===== src/rtl/exc_seq_pkg.sv =====
// Shared types for the exception sequencer.
package exc_seq_pkg;

    // Sequencer phases
    typedef enum logic [2:0] {
        ST_IDLE      = 3'd0,
        ST_STACK     = 3'd1,
        ST_VECTOR    = 3'd2,
        ST_HANDLER   = 3'd3,
        ST_UNSTACK   = 3'd4,
        ST_TAILCHAIN = 3'd5
    } seq_state_t;

endpackage


===== src/rtl/exc_beat_ctr.sv =====
// Beat counter for frame save/restore.
// Counts accepted beats 0..BEATS-1 and wraps to zero after the last one.
// Assumes every frame transfer runs to completion, so no clear is needed.
module exc_beat_ctr #(
    parameter int unsigned BEATS = 8,
    parameter int unsigned IDX_W = (BEATS > 1) ? $clog2(BEATS) : 1
) (
    input  logic             clk,
    input  logic             rst_n,
    input  logic             step,
    output logic [IDX_W-1:0] idx,
    output logic             last
);
    localparam logic [IDX_W-1:0] LAST_IDX = IDX_W'(BEATS - 1);

    logic [IDX_W-1:0] cnt_q;

    // Advance on each accepted beat and wrap after the final one
    always_ff @(posedge clk) begin
        if (!rst_n)         cnt_q <= '0;
        else if (step)      cnt_q <= (cnt_q == LAST_IDX) ? '0 : cnt_q + 1'b1;
    end

    assign idx  = cnt_q;
    assign last = (cnt_q == LAST_IDX);

    AST_BEAT_HOLD: assert property (@(posedge clk) disable iff (!rst_n)
        !step |=> $stable(cnt_q));
    AST_BEAT_WRAP: assert property (@(posedge clk) disable iff (!rst_n)
        (step && last) |=> (cnt_q == '0));

endmodule


===== src/rtl/exc_nest_track.sv =====
// Counts frames currently saved on the stack.
// push when a stacking phase completes, pop when an unstacking completes.
// Assumes the controller never pushes when full nor pops when empty.
module exc_nest_track #(
    parameter int unsigned MAX_NEST = 2,
    parameter int unsigned DEPTH_W  = $clog2(MAX_NEST + 1)
) (
    input  logic clk,
    input  logic rst_n,
    input  logic push,
    input  logic pop,
    output logic full,
    output logic multi
);
    logic [DEPTH_W-1:0] depth_q;

    // Track the number of saved frames
    always_ff @(posedge clk) begin
        if (!rst_n)             depth_q <= '0;
        else if (push && !pop)  depth_q <= depth_q + 1'b1;
        else if (pop && !push)  depth_q <= depth_q - 1'b1;
    end

    assign full  = (depth_q == DEPTH_W'(MAX_NEST));
    assign multi = (depth_q > DEPTH_W'(1));

    AST_NO_OVERFLOW: assert property (@(posedge clk) disable iff (!rst_n)
        push |-> !full);
    AST_NO_UNDERFLOW: assert property (@(posedge clk) disable iff (!rst_n)
        pop |-> (depth_q != '0));

endmodule


===== src/rtl/exc_vec_hold.sv =====
// Holds the vector that will be fetched and started.
// Loads on request, otherwise keeps its value.
module exc_vec_hold #(
    parameter int unsigned VEC_W = 6
) (
    input  logic             clk,
    input  logic             rst_n,
    input  logic             load,
    input  logic [VEC_W-1:0] d,
    output logic [VEC_W-1:0] q
);
    // Capture the vector when told to
    always_ff @(posedge clk) begin
        if (!rst_n)     q <= '0;
        else if (load)  q <= d;
    end

    AST_VEC_KEEP: assert property (@(posedge clk) disable iff (!rst_n)
        !load |=> $stable(q));

endmodule


===== src/rtl/exc_entry_seq.sv =====
// Exception entry/return sequencer with tail-chaining and late arrival.
// Steps IDLE -> STACK -> VECTOR -> HANDLER -> UNSTACK/TAILCHAIN.
// Assumes the arbiter raises pend_valid only for a request more urgent
// than the current one, and drops it once handler_start is seen.
// Memory beats move one word per cycle when mem_ready is high.
module exc_entry_seq
    import exc_seq_pkg::*;
#(
    parameter int unsigned VEC_W       = 6,
    parameter int unsigned FRAME_WORDS = 8,
    parameter int unsigned WORD_BYTES  = 4,
    parameter int unsigned MAX_NEST    = 2,
    parameter int unsigned IDX_W       = (FRAME_WORDS > 1) ? $clog2(FRAME_WORDS) : 1,
    parameter int unsigned AMT_W       = $clog2(FRAME_WORDS * WORD_BYTES + 1)
) (
    input  logic             clk,
    input  logic             rst_n,
    input  logic             pend_valid,
    input  logic [VEC_W-1:0] pend_vec,
    input  logic             exc_return,
    input  logic             mem_ready,
    output logic             sp_dec,
    output logic             sp_inc,
    output logic [AMT_W-1:0] sp_amount,
    output logic             save_en,
    output logic             restore_en,
    output logic [IDX_W-1:0] word_idx,
    output logic             vec_fetch,
    output logic [VEC_W-1:0] vec_addr,
    output logic             handler_start,
    output logic [VEC_W-1:0] handler_vec
);
    localparam int unsigned      FRAME_BYTES = FRAME_WORDS * WORD_BYTES;
    localparam logic [IDX_W-1:0] TOP_IDX     = IDX_W'(FRAME_WORDS - 1);

    seq_state_t       state_q, state_d;
    logic             dec_q, dec_d;
    logic             hs_q, hs_d;
    logic             beat_step, beat_last;
    logic [IDX_W-1:0] beat_idx;
    logic             push, pop, nest_full, nest_multi;
    logic             vec_load;
    logic [VEC_W-1:0] vec_q;

    // Beat counter shared by save and restore phases
    exc_beat_ctr #(.BEATS(FRAME_WORDS), .IDX_W(IDX_W)) u_beats (
        .clk   (clk),
        .rst_n (rst_n),
        .step  (beat_step),
        .idx   (beat_idx),
        .last  (beat_last)
    );

    // Count of frames on the stack
    exc_nest_track #(.MAX_NEST(MAX_NEST)) u_nest (
        .clk   (clk),
        .rst_n (rst_n),
        .push  (push),
        .pop   (pop),
        .full  (nest_full),
        .multi (nest_multi)
    );

    // Vector to be fetched next
    exc_vec_hold #(.VEC_W(VEC_W)) u_vec (
        .clk   (clk),
        .rst_n (rst_n),
        .load  (vec_load),
        .d     (pend_vec),
        .q     (vec_q)
    );

    assign beat_step = ((state_q == ST_STACK) || (state_q == ST_UNSTACK)) && mem_ready;

    // Next-state, vector capture and frame bookkeeping
    always_comb begin
        state_d  = state_q;
        dec_d    = 1'b0;
        hs_d     = 1'b0;
        vec_load = 1'b0;
        push     = 1'b0;
        pop      = 1'b0;
        unique case (state_q)
            ST_IDLE: begin
                if (pend_valid) begin
                    state_d  = ST_STACK;
                    vec_load = 1'b1;
                    dec_d    = 1'b1;
                end
            end
            ST_STACK: begin
                if (pend_valid) vec_load = 1'b1;
                if (beat_step && beat_last) begin
                    state_d = ST_VECTOR;
                    push    = 1'b1;
                end
            end
            ST_VECTOR: begin
                if (mem_ready) begin
                    state_d = ST_HANDLER;
                    hs_d    = 1'b1;
                end
            end
            ST_HANDLER: begin
                if (exc_return) begin
                    state_d = pend_valid ? ST_TAILCHAIN : ST_UNSTACK;
                end else if (pend_valid && !nest_full) begin
                    state_d  = ST_STACK;
                    vec_load = 1'b1;
                    dec_d    = 1'b1;
                end
            end
            ST_UNSTACK: begin
                if (beat_step && beat_last) begin
                    pop     = 1'b1;
                    state_d = nest_multi ? ST_HANDLER : ST_IDLE;
                end
            end
            ST_TAILCHAIN: begin
                vec_load = 1'b1;
                state_d  = ST_VECTOR;
            end
            default: state_d = ST_IDLE;
        endcase
    end

    // State and one-cycle strobe registers
    always_ff @(posedge clk) begin
        if (!rst_n) begin
            state_q <= ST_IDLE;
            dec_q   <= 1'b0;
            hs_q    <= 1'b0;
        end else begin
            state_q <= state_d;
            dec_q   <= dec_d;
            hs_q    <= hs_d;
        end
    end

    assign sp_amount     = AMT_W'(FRAME_BYTES);
    assign sp_dec        = dec_q;
    assign sp_inc        = (state_q == ST_UNSTACK) && beat_step && beat_last;
    assign save_en       = (state_q == ST_STACK);
    assign restore_en    = (state_q == ST_UNSTACK);
    assign word_idx      = restore_en ? (TOP_IDX - beat_idx) : beat_idx;
    assign vec_fetch     = (state_q == ST_VECTOR);
    assign vec_addr      = vec_q;
    assign handler_start = hs_q;
    assign handler_vec   = vec_q;

    AST_STROBE_EXCL: assert property (@(posedge clk) disable iff (!rst_n)
        $onehot0({save_en, restore_en, vec_fetch}));
    AST_START_AFTER_FETCH: assert property (@(posedge clk) disable iff (!rst_n)
        handler_start |-> $past(vec_fetch && mem_ready));
    AST_DEC_AT_FIRST_BEAT: assert property (@(posedge clk) disable iff (!rst_n)
        sp_dec |-> (save_en && word_idx == '0));
    AST_TAILCHAIN_NO_POP: assert property (@(posedge clk) disable iff (!rst_n)
        (state_q == ST_HANDLER && exc_return && pend_valid)
            |=> (!restore_en && !sp_dec && !save_en));
    AST_FETCH_STALL_HOLD: assert property (@(posedge clk) disable iff (!rst_n)
        (vec_fetch && !mem_ready) |=> (vec_fetch && $stable(vec_addr)));

endmodule


===== config.mk =====
export PLATFORM = sky130hd
export DESIGN_NAME = exc_entry_seq
export DESIGN_NICKNAME = d
export VERILOG_FILES = /design/src/rtl/exc_seq_pkg.sv /design/src/rtl/exc_beat_ctr.sv /design/src/rtl/exc_nest_track.sv /design/src/rtl/exc_vec_hold.sv /design/src/rtl/exc_entry_seq.sv
export SDC_FILE = /design/constraint.sdc
export NUM_CORES = 1
export LEC_CHECK = 0
export CAP_MARGIN = 40
export CORE_MARGIN = 10
export CORE_UTILIZATION = 46
export CTS_CLUSTER_DIAMETER = 50
export CTS_CLUSTER_SIZE = 25
export DETAILED_ROUTE_END_ITERATION = 8
export GPL_TIMING_DRIVEN = 0
export PLACE_DENSITY = 0.84
export SYNTH_ARGS = -nofsm -noshare
export SYNTH_HDL_FRONTEND = slang
export SYNTH_SLANG_ARGS = --single-unit

===== constraint.sdc =====
create_clock -name clk -period 2.9 [get_ports clk]
set_input_delay 0.435 -clock clk [delete_from_list [all_inputs] [get_ports clk]]
set_output_delay 0.435 -clock clk [all_outputs]
set_load 0.05 [all_outputs]

# After elaboration in Yosys (flattened, before gate mapping)
# Index checks and enable logic that the tools add are counted.
word_totals:
  reg_bits: 16
  inputBits: 11
  output_inout_bits: 27
  wordCells: 61
classes:
  add_sub_neg: 4
  n_lt_le_gt_ge: 1
  eq_ne: 12
  n_mux: 22
  n_reduce_logical: 16
ops:
  columns: ["op", "count"]
  rows:
  - ["3-bit 2-to-1 mux", 8]
  - ["3-bit one-hot mux with 6 select lines", 1]
  - ["3-bit == test, second input constant", 3]
  - ["1-bit 2-to-1 mux", 8]
  - ["1-bit logical AND", 7]
  - ["3-bit by 2-bit == test with 1-bit output, second input constant", 2]
  - ["2-bit 2-to-1 mux", 3]
  - ["5-bit AND reduction", 1]
  - ["2-bit by 1-bit != test with 1-bit output, second input constant", 2]
  - ["2-bit != test, second input constant", 2]
  - ["3-bit by 1-bit adder with 3-bit output, second input constant", 1]
  - ["3-bit by 1-bit == test with 1-bit output, second input constant", 1]
  - ["1-bit logical NOT", 3]
  - ["3-bit logical NOT", 1]
  - ["3-bit != test, second input constant", 1]
  - ["1-bit one-hot mux with 3 select lines", 1]
  - ["3-bit subtractor, first input constant", 1]
  - ["2-bit by 1-bit adder with 2-bit output, second input constant", 1]
  - ["2-bit == test, second input constant", 1]
  - ["2-bit by 1-bit > comparator with 1-bit output, second input constant", 1]
  - ["1-bit one-hot mux with 2 select lines", 1]
  - ["2-bit AND reduction", 1]
  - ["2-bit nonzero test", 1]
  - ["2-bit OR reduction", 1]
  - ["2 further kinds", 2]

# Depth between registers and ports, before layout
# Gate-level depths: netlist (run 1).
logic_depth:
  word_depth: 10
  mapped_depth: 9
  mapped_depth_nobuf: 7

# By module
# From an unflattened synthesis (run 1), not the netlist that was laid out.
hier_totals:
  hier_cells: 112
  hier_area_um2: 1039.7
by_module_without_submodules:
  columns: ["mod", "n_inst", "cells_per_inst", "area_per_inst_um2", "seq_area_each_um2"]
  rows:
  - ["exc_entry_seq", 1, 66, 530.5, 100.1]
  - ["exc_vec_hold", 1, 19, 229.0, 120.1]
  - ["exc_beat_ctr", 1, 13, 147.6, 60.1]
  - ["exc_nest_track", 1, 14, 132.6, 40.0]

# Worst setup path after synthesis (run 1)
# No wires, ideal clock.
synth_path:
  kind: "register to register"
  from: "register state_q[0]"
  to: "register u_nest.depth_q[0]"
  setup_time_ns: 0.128
  t_arrival_ns: 2.485
  t_required_ns: 2.772
  slack_ns: 0.288
  path_stages_with_launch: 7
  n_path_buf: 1
  synth_period_minus_slack_ns: 2.612
  cell_sequence: "dfxtp_1 buf_2 nor3b_1 and3_1 ha_1 xor2_1 nor2_1"
synth_via:
  elab_chain_len: 9
  elab_cells_between_ends: 14
  classes_between: "2 x eq/ne; 4 x mux; 8 x reduce/logical"
synth_rtl:
  columns: ["item", "line_no", "rtl"]
  rows:
  - ["start, declared", "exc_entry_seq.sv:36", "seq_state_t state_q, state_d;"]
  - ["start signal, assigned", "exc_entry_seq.sv:134", "state_q <= state_d;"]
  - ["3-bit by 1-bit == test with 1-bit output (*)", null, null]
  - ["net save_en", "exc_entry_seq.sv:25", "output logic save_en,"]
  - ["1-bit logical OR", "exc_entry_seq.sv:73", "assign beat_step = ((state_q == ST_STACK) || (state_q == ST_UNSTACK)) && mem_ready;"]
  - ["1-bit logical AND", "exc_entry_seq.sv:73", null]
  - ["1-bit logical AND", "exc_entry_seq.sv:93, exc_entry_seq.sv:114", null]
  - ["1-bit 2-to-1 mux", "exc_entry_seq.sv:93, exc_entry_seq.sv:114", null]
  - ["1-bit 2-to-1 mux", "exc_entry_seq.sv:83", "unique case (state_q)"]
  - ["1-bit logical NOT, on equally long branches", "exc_nest_track.sv:20, exc_nest_track.sv:21", null]
  - ["1-bit logical AND, on equally long branches", "exc_nest_track.sv:20, exc_nest_track.sv:21", null]
  - ["2-bit 2-to-1 mux / 2-bit nonzero test (equally long branches)", null, null]
  - ["end signal, assigned", "exc_nest_track.sv:20", "else if (push && !pop) depth_q <= depth_q + 1'b1;"]
  - ["end signal, assigned", "exc_nest_track.sv:21", "else if (pop && !push) depth_q <= depth_q - 1'b1;"]
  - ["end, declared", "exc_nest_track.sv:15", "logic [DEPTH_W-1:0] depth_q;"]
# Mark *: on every way through the listed nets, which the timed path passes. The rest lies on a longest branch.
# A chain may end at the register's enable or synchronous reset.

# Worst setup path in the final report (run 1)
layout_path:
  from: "register state_q[1]"
  to: "output port word_idx[0]"
layout_via:
  elab_chain_len: 2
layout_rtl:
  columns: ["item", "line_no", "rtl"]
  rows:
  - ["3-bit == test", "exc_entry_seq.sv:144", "assign restore_en = (state_q == ST_UNSTACK);"]
  - ["3-bit 2-to-1 mux", "exc_entry_seq.sv:145", "assign word_idx = restore_en ? (TOP_IDX - beat_idx) : beat_idx;"]
  - ["end, declared", "exc_entry_seq.sv:27", "output logic [IDX_W-1:0] word_idx,"]
# Every way passes these cells.

==> results of run 1 <==
-- where the power goes --
part / switching [uW] / internal, uW / total (uW)
sequential: 26.7 / 253 / 280
clock: 75.4 / 76.6 / 152
combinational: 337 / 200 / 537
-- cell usage in the layout, fill, tap and decap left out, types with 2 or more instances in the layout --
master	instances
conb_1	6
buf_4	12
a21oi_1	3
nor3_1	2
a211oi_1	2
clkbuf_4	3
clkbuf_1	3
and3_1	2
mux2i_1	9
inv_1	6
ha_1	5
nor4b_1	2
clkdlybuf4s50_1	26
xor2_1	5
nand2_1	2
nor3b_1	2
dfxtp_1	16
nor2_1	13
buf_2	2
dlygate4sd2_1	4
-- synth_stat cells (2+ instances only) --
cell	n	area share
dfxtp_1	16	0.33
nor2_1	13	0.051
buf_4	12	0.094
mux2i_1	9	0.094
inv_1	6	0.023
ha_1	5	0.065
xor2_1	5	0.046
a21oi_1	3	0.016
clkbuf_1	3	0.012
a211oi_1	2	0.016
and3_1	2	0.013
buf_2	2	0.010
conb_1	2	0.0078
nand2_1	2	0.0078
nor3_1	2	0.010
nor3b_1	2	0.016
nor4b_1	2	0.018
-- metrics by stage --
| step | hold WS (ps) | setup slack [ps] | util |
|---|---|---|---|
| 3_3_place_gp | 494.7 | 371.3 | 0.6654 |
| 2_1_floorplan | 473.1 | 287.9 | - |
| 6_report | 520.4 | 183.9 | 0.6824 |
| 4_1_cts | 522.6 | 138.1 | 0.6812 |
| 3_5_place_dp | 506.9 | 286.7 | 0.6654 |
| 5_1_grt | 552.0 | 14.56 | 0.6824 |
-- critical path, stage by stage, from the launching register on --
cell           delay, ps
dfxtp_1              350
clkbuf_1             400
nor2_1               120
and2_1               180
clkbuf_1             170
xor2_1               190
dlygate4sd2_1        580
-- cell families (layout without fill, tap and decap cells) --
logic type / after synthesis / in the layout / synth area share
AND/OR/NAND/NOR: 34 / 34 / 0.2021
AO/OA/AOI/OAI: 13 / 13 / 0.1030
XOR/XNOR: 6 / 6 / 0.05476
flip-flops: 16 / 16 / 0.3338
multiplexers: 9 / 9 / 0.09388
adder cells (fa/ha/maj): 5 / 5 / 0.06519
other: 2 / 6 / 0.007826
buffers and inverters: 23 / 58 / 0.1395
-- path summary, 6_finish.rpt --
path,slack (ps),endpoint,depth (start not counted)
setup / recovery,180,word_idx[0],6
hold / removal,520,u_beats.idx[0]$_SDFFE_PN0N_,2
setup reg to reg,900,u_nest.depth_q[0]$_SDFFE_PN0P_,8
hold reg to reg,520,u_beats.idx[0]$_SDFFE_PN0N_,2
-- metal layers --
metal / vias to the layer above / global-route usage
li1: 430 / -
met2: 24 / 0.1932
met4: 0 / 0.03209
met5: - / 0
met1: 395 / 0.1176
met3: 2 / 0.06780
-- area by class of cell --
type                    instances  area [sq um]
multi-input cells              73         520.5
clock buffers                   4         36.28
well taps                      27         33.78
repair buffers                 31         307.8
fillers                       159         629.4
plain buffers                  17         111.4
inverters                       6         22.52
flip-flops and latches         16         320.3
-- flip-flops by register name, summed over array words and instances, names as in the netlist --
name            flops
u_vec.q             6
u_beats.idx         3
state_q             3
handler_start       1
sp_dec              1
u_nest.depth_q      2
==> out/metrics.csv, run 1 <==
stage,metric,value,unit
worst_setup_path,Crit path required time,2470,ps
floorplan,core footprint,1982,sq um
synthesis,library cells used by synthesis,37,
synthesis,synth warn,0,
routing,via count,851,
cts,# hold bufs at CTS,0,
timing,RSZ-0062 raised after global routing,no,
worst_setup_path,startpoint types,register,
routing,DRC errors left,0,
floorplan,# rows,16,
synthesis,dominant synthesized flop cell,dfxtp_1,
routing,WL final,2445,um
routing,met2 routed WL,1309,um
cells_and_area,fin cells,174,
cts,Clock Sink Count,16,
cells_and_area,final net count,164,
cts,clock latency at the later pin of the worst-skew pair,290,ps
worst_hold_path,hold path startpoint,u_beats.idx[0]$_SDFFE_PN0N_,
cells_and_area,layout cell share with drive strength beyond 1,0.1565,
worst_setup_path,critical path capture point type,primary output,
cts,clock-pin slew on the worst setup and hold paths,100,ps
timing,slew margin rel.,0.6514,
flow_run,Max-Cap Viols,0,
synthesis,ys async rst share,0,
timing,final setup fails,0,
timing,post-route clock period utilization,0.9366,
cts,H-tree levels,1,
routing,drt wl/cell,14.05,um
cts,TritonCTS clock tree,built,
routing,DRT antenna net count,0,
global_route,largest net degree at the start of global routing,11,
worst_setup_path,CP Max Fanout,10,
power_and_ir_drop,total power,969.2,uW
global_route,initial antenna violation count,0,
timing,"Slew Viols, Final",0,
placement,placed cell count,170,
cts,post_cts resized,4,
worst_setup_path,CP startpoint,state_q[1]$_SDFFE_PN0P_,
timing,TNS Setup,0,ps
worst_setup_path,critical path arrival,2280,ps
routing,vias per std cell,4.891,
worst_setup_path,worst reg2reg startpoint,state_q[1]$_SDFFE_PN0P_,
floorplan,Die Y,65.68,um
global_route,vias in the first global route,835,
worst_setup_path,critical path class,reg -> out,
synthesis,"Seq/Total Area, Yosys",0.3338,
cts,Max clock buf depth,2,
synthesis,cells after synthesis,108,
outcome,outcome,"complete, no violations",
power_and_ir_drop,Pleak,0.0006399,uW
floorplan,Starting Density,0.4842,
synthesis,"flops & latches, synth",16,
routing,DRT met1 WL,880,um
timing,FMAX,368.2,MHz
routing,number of DRC markers in iteration 0,17,
routing,routed wl met3,238,um
placement,Port Buffer Count,31,
cts,root buffer selected by CTS,clkbuf_4,
cts,setup repair bufs after CTS,0,
timing,Fin. Hold Viols,0,
cells_and_area,Final Cell Area,1353,sq um
power_and_ir_drop,Worst IR Drop VDD,0.4759,mV
placement,Placer Congestion,0.8824,
placement,Placement Cell Area,1319,sq um
global_route,first-pass GRT wire length,4008,um
synthesis,Synth Cell Area,959.7,sq um
timing,"Min Clock Period, post-route",2716,ps
routing,top layer in use,met4,
timing,Slew @ Worst Pin,522.1,ps
cells_and_area,synthesis-to-layout area growth,40.94,%
global_route,GRT Total Usage,0.1148,
timing,clk_skew,3.108,ps
placement,dpl hpwl,1972,um
synthesis,Post-synth EDFFs,0,
synthesis,Avg Inst Size Synth,8.886,sq um
power_and_ir_drop,pwr/cell area,716.6,nW/um^2
worst_hold_path,HP Class,reg -> reg,
floorplan,die width,65.68,um
routing,router iterations before antenna repair,4,
floorplan,Die ar.,4313,sq um
cts,CTS Buf Count,3,
cells_and_area,ANT cells,0,
global_route,GR Overflow Total,0,
floorplan,io pins,38,
(Power assumes the default switching activity.)
==> run 2: changes to the inputs <==
--- a/config.mk
+++ b/config.mk
@@ -13,6 +13,7 @@
 export DETAILED_ROUTE_END_ITERATION = 8
 export GPL_TIMING_DRIVEN = 0
 export PLACE_DENSITY = 0.84
+export SETUP_SLACK_MARGIN = 0.05
 export SYNTH_ARGS = -nofsm -noshare
 export SYNTH_HDL_FRONTEND = slang
 export SYNTH_SLANG_ARGS = --single-unit
==> out/metrics.csv, run 2 (synthesis gave the netlist of run 1 again) <==
stage,metric,value,unit,change
routing,WL final,2440,um,-0.20%
floorplan,io pins,38,,unchanged
floorplan,die width,65.68,um,unchanged
floorplan,Starting Density,0.4842,,unchanged
global_route,first-pass GRT wire length,4008,um,unchanged
timing,slew margin rel.,0.6502,,-0.001144
global_route,GR Overflow Total,0,,unchanged
routing,DRT antenna net count,0,,unchanged
global_route,initial antenna violation count,0,,unchanged
timing,FMAX,388.6,MHz,+5.5%
floorplan,Die Y,65.68,um,unchanged
worst_setup_path,Reg-to-Reg End,u_nest.depth_q[0]$_SDFFE_PN0P_,,
cells_and_area,max reg flops,6,,unchanged
placement,Placer Congestion,0.8824,,unchanged
cells_and_area,final net count,164,,unchanged
cells_and_area,most frequent cells in the layout,"26 x clkdlybuf4s50_1, 16 x dfxtp_1, 13 x nor2_1",,
floorplan,# rows,16,,unchanged
timing,TNS Setup,0,ps,unchanged
power_and_ir_drop,Worst IR Drop VDD,0.4761,mV,about the same
floorplan,core footprint,1982,sq um,unchanged
power_and_ir_drop,pwr/cell area,717.5,nW/um^2,+0.12%
timing,Fin. Hold Viols,0,,unchanged
floorplan,Die ar.,4313,sq um,unchanged
flow_run,Max-Cap Viols,0,,unchanged
worst_hold_path,hold path startpoint,u_beats.idx[0]$_SDFFE_PN0N_,,
cells_and_area,layout cell share with drive strength beyond 1,0.1701,,+0.01361
cts,TritonCTS clock tree,built,,
worst_setup_path,critical path capture point type,primary output,,
placement,Port Buffer Count,31,,unchanged
routing,vias per std cell,4.891,,unchanged
cts,root buffer selected by CTS,clkbuf_4,,
routing,drt wl/cell,14.02,um,-0.20%
cts,# hold bufs at CTS,0,,unchanged
worst_setup_path,startpoint types,register,,
cells_and_area,ANT cells,0,,unchanged
timing,clk_skew,2.199,ps,-0.9086 ps
cells_and_area,Reg with most FFs,u_vec.q,,
worst_setup_path,critical path class,reg -> out,,
global_route,largest net degree at the start of global routing,11,,unchanged
timing,"Slew Viols, Final",0,,unchanged
routing,via count,851,,unchanged
worst_setup_path,Reg2Reg Setup Slack,970,ps,+70 ps
cells_and_area,"commonest non-fill, non-tap cell in the layout",clkdlybuf4s50_1,,
worst_setup_path,CP Max Fanout,10,,unchanged
cts,Clock Sink Count,16,,unchanged
cts,clock latency at the later pin of the worst-skew pair,290,ps,about the same
placement,dpl hpwl,1972,um,unchanged
routing,DRC errors left,0,,unchanged
routing,router iterations before antenna repair,4,,unchanged
routing,number of DRC markers in iteration 0,21,,+4
timing,final setup fails,0,,unchanged
worst_setup_path,worst reg2reg startpoint,state_q[1]$_SDFFE_PN0P_,,
worst_setup_path,Critical path destination,sp_inc,,
worst_setup_path,Crit path required time,2470,ps,about the same
worst_setup_path,critical path arrival,2140,ps,-140 ps
placement,Post-Place Worst Slack,286.7,ps,unchanged
worst_setup_path,r2r worst-path depth,8,,unchanged
worst_setup_path,CP startpoint,state_q[1]$_SDFFE_PN0P_,,
power_and_ir_drop,Pleak,0.0006366,uW,-0.53%
cts,setup repair bufs after CTS,0,,unchanged
timing,post-route clock period utilization,0.8873,,-0.04924
outcome,outcome,"complete, no violations",,
timing,RSZ-0062 raised after global routing,no,,
cts,H-tree levels,1,,unchanged
timing,Slew @ Worst Pin,523.8,ps,+1.712 ps
global_route,GRT Total Usage,0.1148,,unchanged
worst_hold_path,HP Class,reg -> reg,,
global_route,vias in the first global route,835,,unchanged
cts,CTS Buf Count,3,,unchanged
cts,clock-pin slew on the worst setup and hold paths,100,ps,about the same
cells_and_area,synthesis-to-layout area growth,40.81,%,about the same
timing,fin worst setup slack,326.7,ps,+142.8 ps
cts,Max clock buf depth,2,,unchanged
timing,"Min Clock Period, post-route",2573,ps,-142.8 ps
-- run 2: cell types whose count changed in the layout (fill, tap and decap cells not counted), sizes merged --
cell / before / now
dlygate4sd2: 4 / 2
clkbuf: 7 / 8
clkdlybuf4s15: 0 / 1
-- run 2: timing repair --
action                                  in CTS  in global routing
endpoints found under the setup margin       4                  4
resized for setup                            4                  6
pin swaps                                    0                  0
-- run 2: final cells by class --
type	count	area, sq um
buffer	17	112.6
clock buffer	4	36.28
fill	157	630.6
inverter	6	22.52
multi-input combinational	73	520.5
sequential	16	320.3
tap	27	33.78
timing repair buffer	31	305.3
-- run 2: power breakdown --
part           total (uW)  internal, uW  switching, uW
clock network         152          76.6           75.4
registers             280           253           26.9
logic                 537           201            337
-- run 2: stage by stage --
step                power [uW]    util  hold slack, ps  instance area, sq um  cells
floorplan                676.1       -           473.1                 974.7    112
global placement         815.6  0.6654           494.7                  1319    170
detailed placement       826.3  0.6654           506.9                  1319    170
CTS                      973.5  0.6812           522.6                  1350    174
global route              1025  0.6818           552.0                  1351    174
finish                   969.5  0.6818           518.9                  1351    174
-- run 2: critical path, stage by stage (launching register included) --
cell and delay, ps:
dfxtp_1 330, clkbuf_2 200, nor2_1 170, and2_1 140
clkbuf_1 240, nand3_1 160, inv_1 70, dlygate4sd2_1 530
-- run 2: worst min-delay path by stage --
stage                                              to  slack, ps  cells after the start
final                     u_beats.idx[0]$_SDFFE_PN0N_        520                      2
after global routing      u_beats.idx[0]$_SDFFE_PN0N_        550                      2
after floorplan           u_beats.idx[0]$_SDFFE_PN0N_        470                      2
after detailed placement  u_beats.idx[0]$_SDFFE_PN0N_        510                      2
after global placement    u_beats.idx[0]$_SDFFE_PN0N_        490                      2
after CTS                 u_beats.idx[0]$_SDFFE_PN0N_        520                      2
-- run 2: routing by layer --
metal	global-route usage	wire, um	vias up
met5	0	0	-
met4	0.03209	17	0
met3	0.06780	225	2
met2	0.1932	1312	22
met1	0.1176	886	399
li1	-	-	428
==> run 3: changes to the inputs <==
--- a/config.mk
+++ b/config.mk
@@ -12,8 +12,9 @@
 export CTS_CLUSTER_SIZE = 25
 export DETAILED_ROUTE_END_ITERATION = 8
 export GPL_TIMING_DRIVEN = 0
-export PLACE_DENSITY = 0.84
+export PLACE_DENSITY = 0.86
 export SETUP_SLACK_MARGIN = 0.05
+export SKIP_CTS_REPAIR_TIMING = 1
 export SYNTH_ARGS = -nofsm -noshare
 export SYNTH_HDL_FRONTEND = slang
 export SYNTH_SLANG_ARGS = --single-unit
==> out/metrics.csv, run 3 (synthesis gave the netlist of run 1 again) <==
stage,metric,value,unit,change
cells_and_area,synthesis-to-layout area growth,42.50,%,
routing,WL final,2448,um,+0.33%
timing,"Slew Viols, Final",0,,unchanged
power_and_ir_drop,P_int,533.6,uW,+0.58%
routing,DRT antenna net count,0,,unchanged
routing,drt wl/cell,14.07,um,+0.33%
floorplan,Starting Density,0.4842,,unchanged
cts,Max clock buf depth,2,,unchanged
outcome,outcome,"complete, no violations",,
floorplan,Die ar.,4313,sq um,unchanged
cts,clock-pin slew on the worst setup and hold paths,100,ps,about the same
placement,Port Buffer Count,31,,unchanged
timing,slew margin rel.,0.6545,,+0.004287
worst_setup_path,critical path capture point type,primary output,,
placement,dpl hpwl,1939,um,-1.7%
power_and_ir_drop,Flop pwr share,0.290,,about the same
floorplan,core footprint,1982,sq um,unchanged
global_route,GRT Total Usage,0.1170,,+0.002143
cts,H-tree levels,1,,unchanged
cells_and_area,Final Util,0.6900,,+0.008207
cells_and_area,final net count,164,,unchanged
cells_and_area,ANT cells,0,,unchanged
worst_setup_path,Reg-to-Reg End,u_nest.depth_q[0]$_SDFFE_PN0P_,,
cells_and_area,Fill cells,163,,+3.8%
worst_setup_path,r2r worst-path depth,8,,unchanged
worst_setup_path,Reg2Reg Setup Slack,930,ps,-40 ps
cells_and_area,layout cell share with drive strength beyond 1,0.1565,,-0.01361
cts,root buffer selected by CTS,clkbuf_4,,
worst_setup_path,startpoint types,register,,
global_route,largest net degree at the start of global routing,11,,unchanged
worst_hold_path,hold path startpoint,u_beats.idx[0]$_SDFFE_PN0N_,,
timing,RSZ-0062 raised after global routing,no,,
cts,clock latency at the later pin of the worst-skew pair,290,ps,about the same
routing,via count,844,,-0.82%
routing,vias per std cell,4.851,,-0.82%
worst_setup_path,CP Cell Sequence,clkbuf_1 -> nand2b_1 -> nor2_1 -> clkdlybuf4s50_1,,
global_route,GR Overflow Total,0,,unchanged
routing,router iterations before antenna repair,4,,unchanged
worst_setup_path,Critical path destination,vec_fetch,,
timing,post-route clock period utilization,0.9007,,+0.01332
worst_setup_path,Buf/Inv on CP,2,,-2
cts,Clock Sink Count,16,,unchanged
worst_hold_path,HP Class,reg -> reg,,
cts,CTS Buf Count,3,,unchanged
power_and_ir_drop,Psw,440.7,uW,+0.39%
worst_setup_path,critical path class,reg -> out,,
timing,clk_skew,7.601,ps,+5.402 ps
global_route,vias in the first global route,866,,+3.7%
timing,Hold Slack,534.1,ps,+15.24 ps
timing,TNS Setup,0,ps,unchanged
timing,final setup fails,0,,unchanged
power_and_ir_drop,combinational power share,0.555,,about the same
worst_setup_path,CP Max Fanout,10,,unchanged
worst_setup_path,stages on the worst setup path,4,,-3
global_route,first-pass GRT wire length,4022,um,+0.35%
power_and_ir_drop,pwr/cell area,712.4,nW/um^2,-0.70%
timing,Slew @ Worst Pin,516.6,ps,-7.193 ps
floorplan,Die Y,65.68,um,unchanged
flow_run,Max-Cap Viols,0,,unchanged
power_and_ir_drop,Pleak,0.0006941,uW,+9.0%
cells_and_area,Reg with most FFs,u_vec.q,,
floorplan,# rows,16,,unchanged
global_route,initial antenna violation count,0,,unchanged
worst_setup_path,worst reg2reg startpoint,state_q[1]$_SDFFE_PN0P_,,
power_and_ir_drop,Net Sw Frac,0.4524,,-0.0004563
routing,DRC errors left,0,,unchanged
cells_and_area,most frequent cells in the layout,"26 x clkdlybuf4s50_1, 16 x dfxtp_1, 13 x nor2_1",,
cts,TritonCTS clock tree,built,,
floorplan,io pins,38,,unchanged
power_and_ir_drop,Worst IR Drop VDD,0.4290,mV,-9.9%
worst_setup_path,CP max-delay cell,clkdlybuf4s50_1,,
routing,number of DRC markers in iteration 0,18,,-14%
worst_setup_path,Crit path required time,2470,ps,about the same
timing,"Min Clock Period, post-route",2612,ps,+38.63 ps
power_and_ir_drop,Clk pwr share,0.155,,-0.002
worst_setup_path,CP startpoint,state_q[1]$_SDFFE_PN0P_,,
power_and_ir_drop,total power,974.3,uW,+0.49%
timing,Fin. Hold Viols,0,,unchanged
timing,FMAX,382.9,MHz,-1.5%
cells_and_area,max reg flops,6,,unchanged
worst_setup_path,CP top delay family,buffers and inverters,,
placement,Placer Congestion,0.8795,,-0.33%
cells_and_area,"commonest non-fill, non-tap cell in the layout",clkdlybuf4s50_1,,
floorplan,die width,65.68,um,unchanged
worst_setup_path,critical path arrival,2180,ps,+40 ps
worst_setup_path,Crit path largest cell delay,820,ps,+290 ps
## run 3: cell count changes in the layout (fill, tap and decap cells not counted)
| cell | before | now |
|---|---|---|
| clkbuf_1 | 2 | 3 |
| clkdlybuf4s15_1 | 1 | 0 |
| clkbuf_2 | 2 | 0 |
| dlymetal6s2s_1 | 1 | 5 |
| dlygate4sd2_1 | 2 | 0 |
## run 3: final cells by class
type | count | area (sq um) | area share
timing repair buffer | 31 | 322.8 | 0.2360
clock buffer | 4 | 36.28 | 0.02653
buffer | 17 | 111.4 | 0.08143
inverter | 6 | 22.52 | 0.01647
multi-input combinational | 73 | 520.5 | 0.3806
tap | 27 | 33.78 | 0.02470
sequential | 16 | 320.3 | 0.2342
## run 3: layer usage
| layer | vias to the layer above | wire length, um | global-route usage |
|---|---|---|---|
| met4 | 0 | 14 | 0.06150 |
| li1 | 426 | - | - |
| met2 | 19 | 1355 | 0.2065 |
| met3 | 2 | 179 | 0.04237 |
| met1 | 397 | 897 | 0.1169 |
| met5 | - | 0 | 0 |
## run 3: through the flow
step           setup slack [ps]  area, sq um  instances
6_report                  288.1         1368        174
2_1_floorplan             287.9        974.7        112
5_1_grt                   185.8         1368        174
4_1_cts                  -30.51         1355        174
3_5_place_dp              331.0         1319        170
3_3_place_gp              366.6         1319        170
## run 3: power groups by stage
stage	Combinational, uW	Clock [uW]	Sequential (uW)
floorplan	340	0	336
global placement	532	0	283
detailed placement	538	0	286
CTS	542	159	282
global route	574	167	289
finish	541	151	283
## run 3: worst register-to-register path: cells and delay by family (launching register included)
kind                       cells  cell delay, ps
adders and majority gates      1             350
and+or+nand+nor                4             530
DFF                            1             340
xor gates and xnor gates       1             160
buffers and inverters          2             480
## run 3: worst min-delay path by stage
stage | to | cells after the start
final | u_beats.idx[0]$_SDFFE_PN0N_ | 2
after global routing | u_beats.idx[0]$_SDFFE_PN0N_ | 2
after CTS | u_beats.idx[0]$_SDFFE_PN0N_ | 2
after detailed placement | u_beats.idx[0]$_SDFFE_PN0N_ | 2
after global placement | u_beats.idx[0]$_SDFFE_PN0N_ | 2
after floorplan | u_beats.idx[0]$_SDFFE_PN0N_ | 2
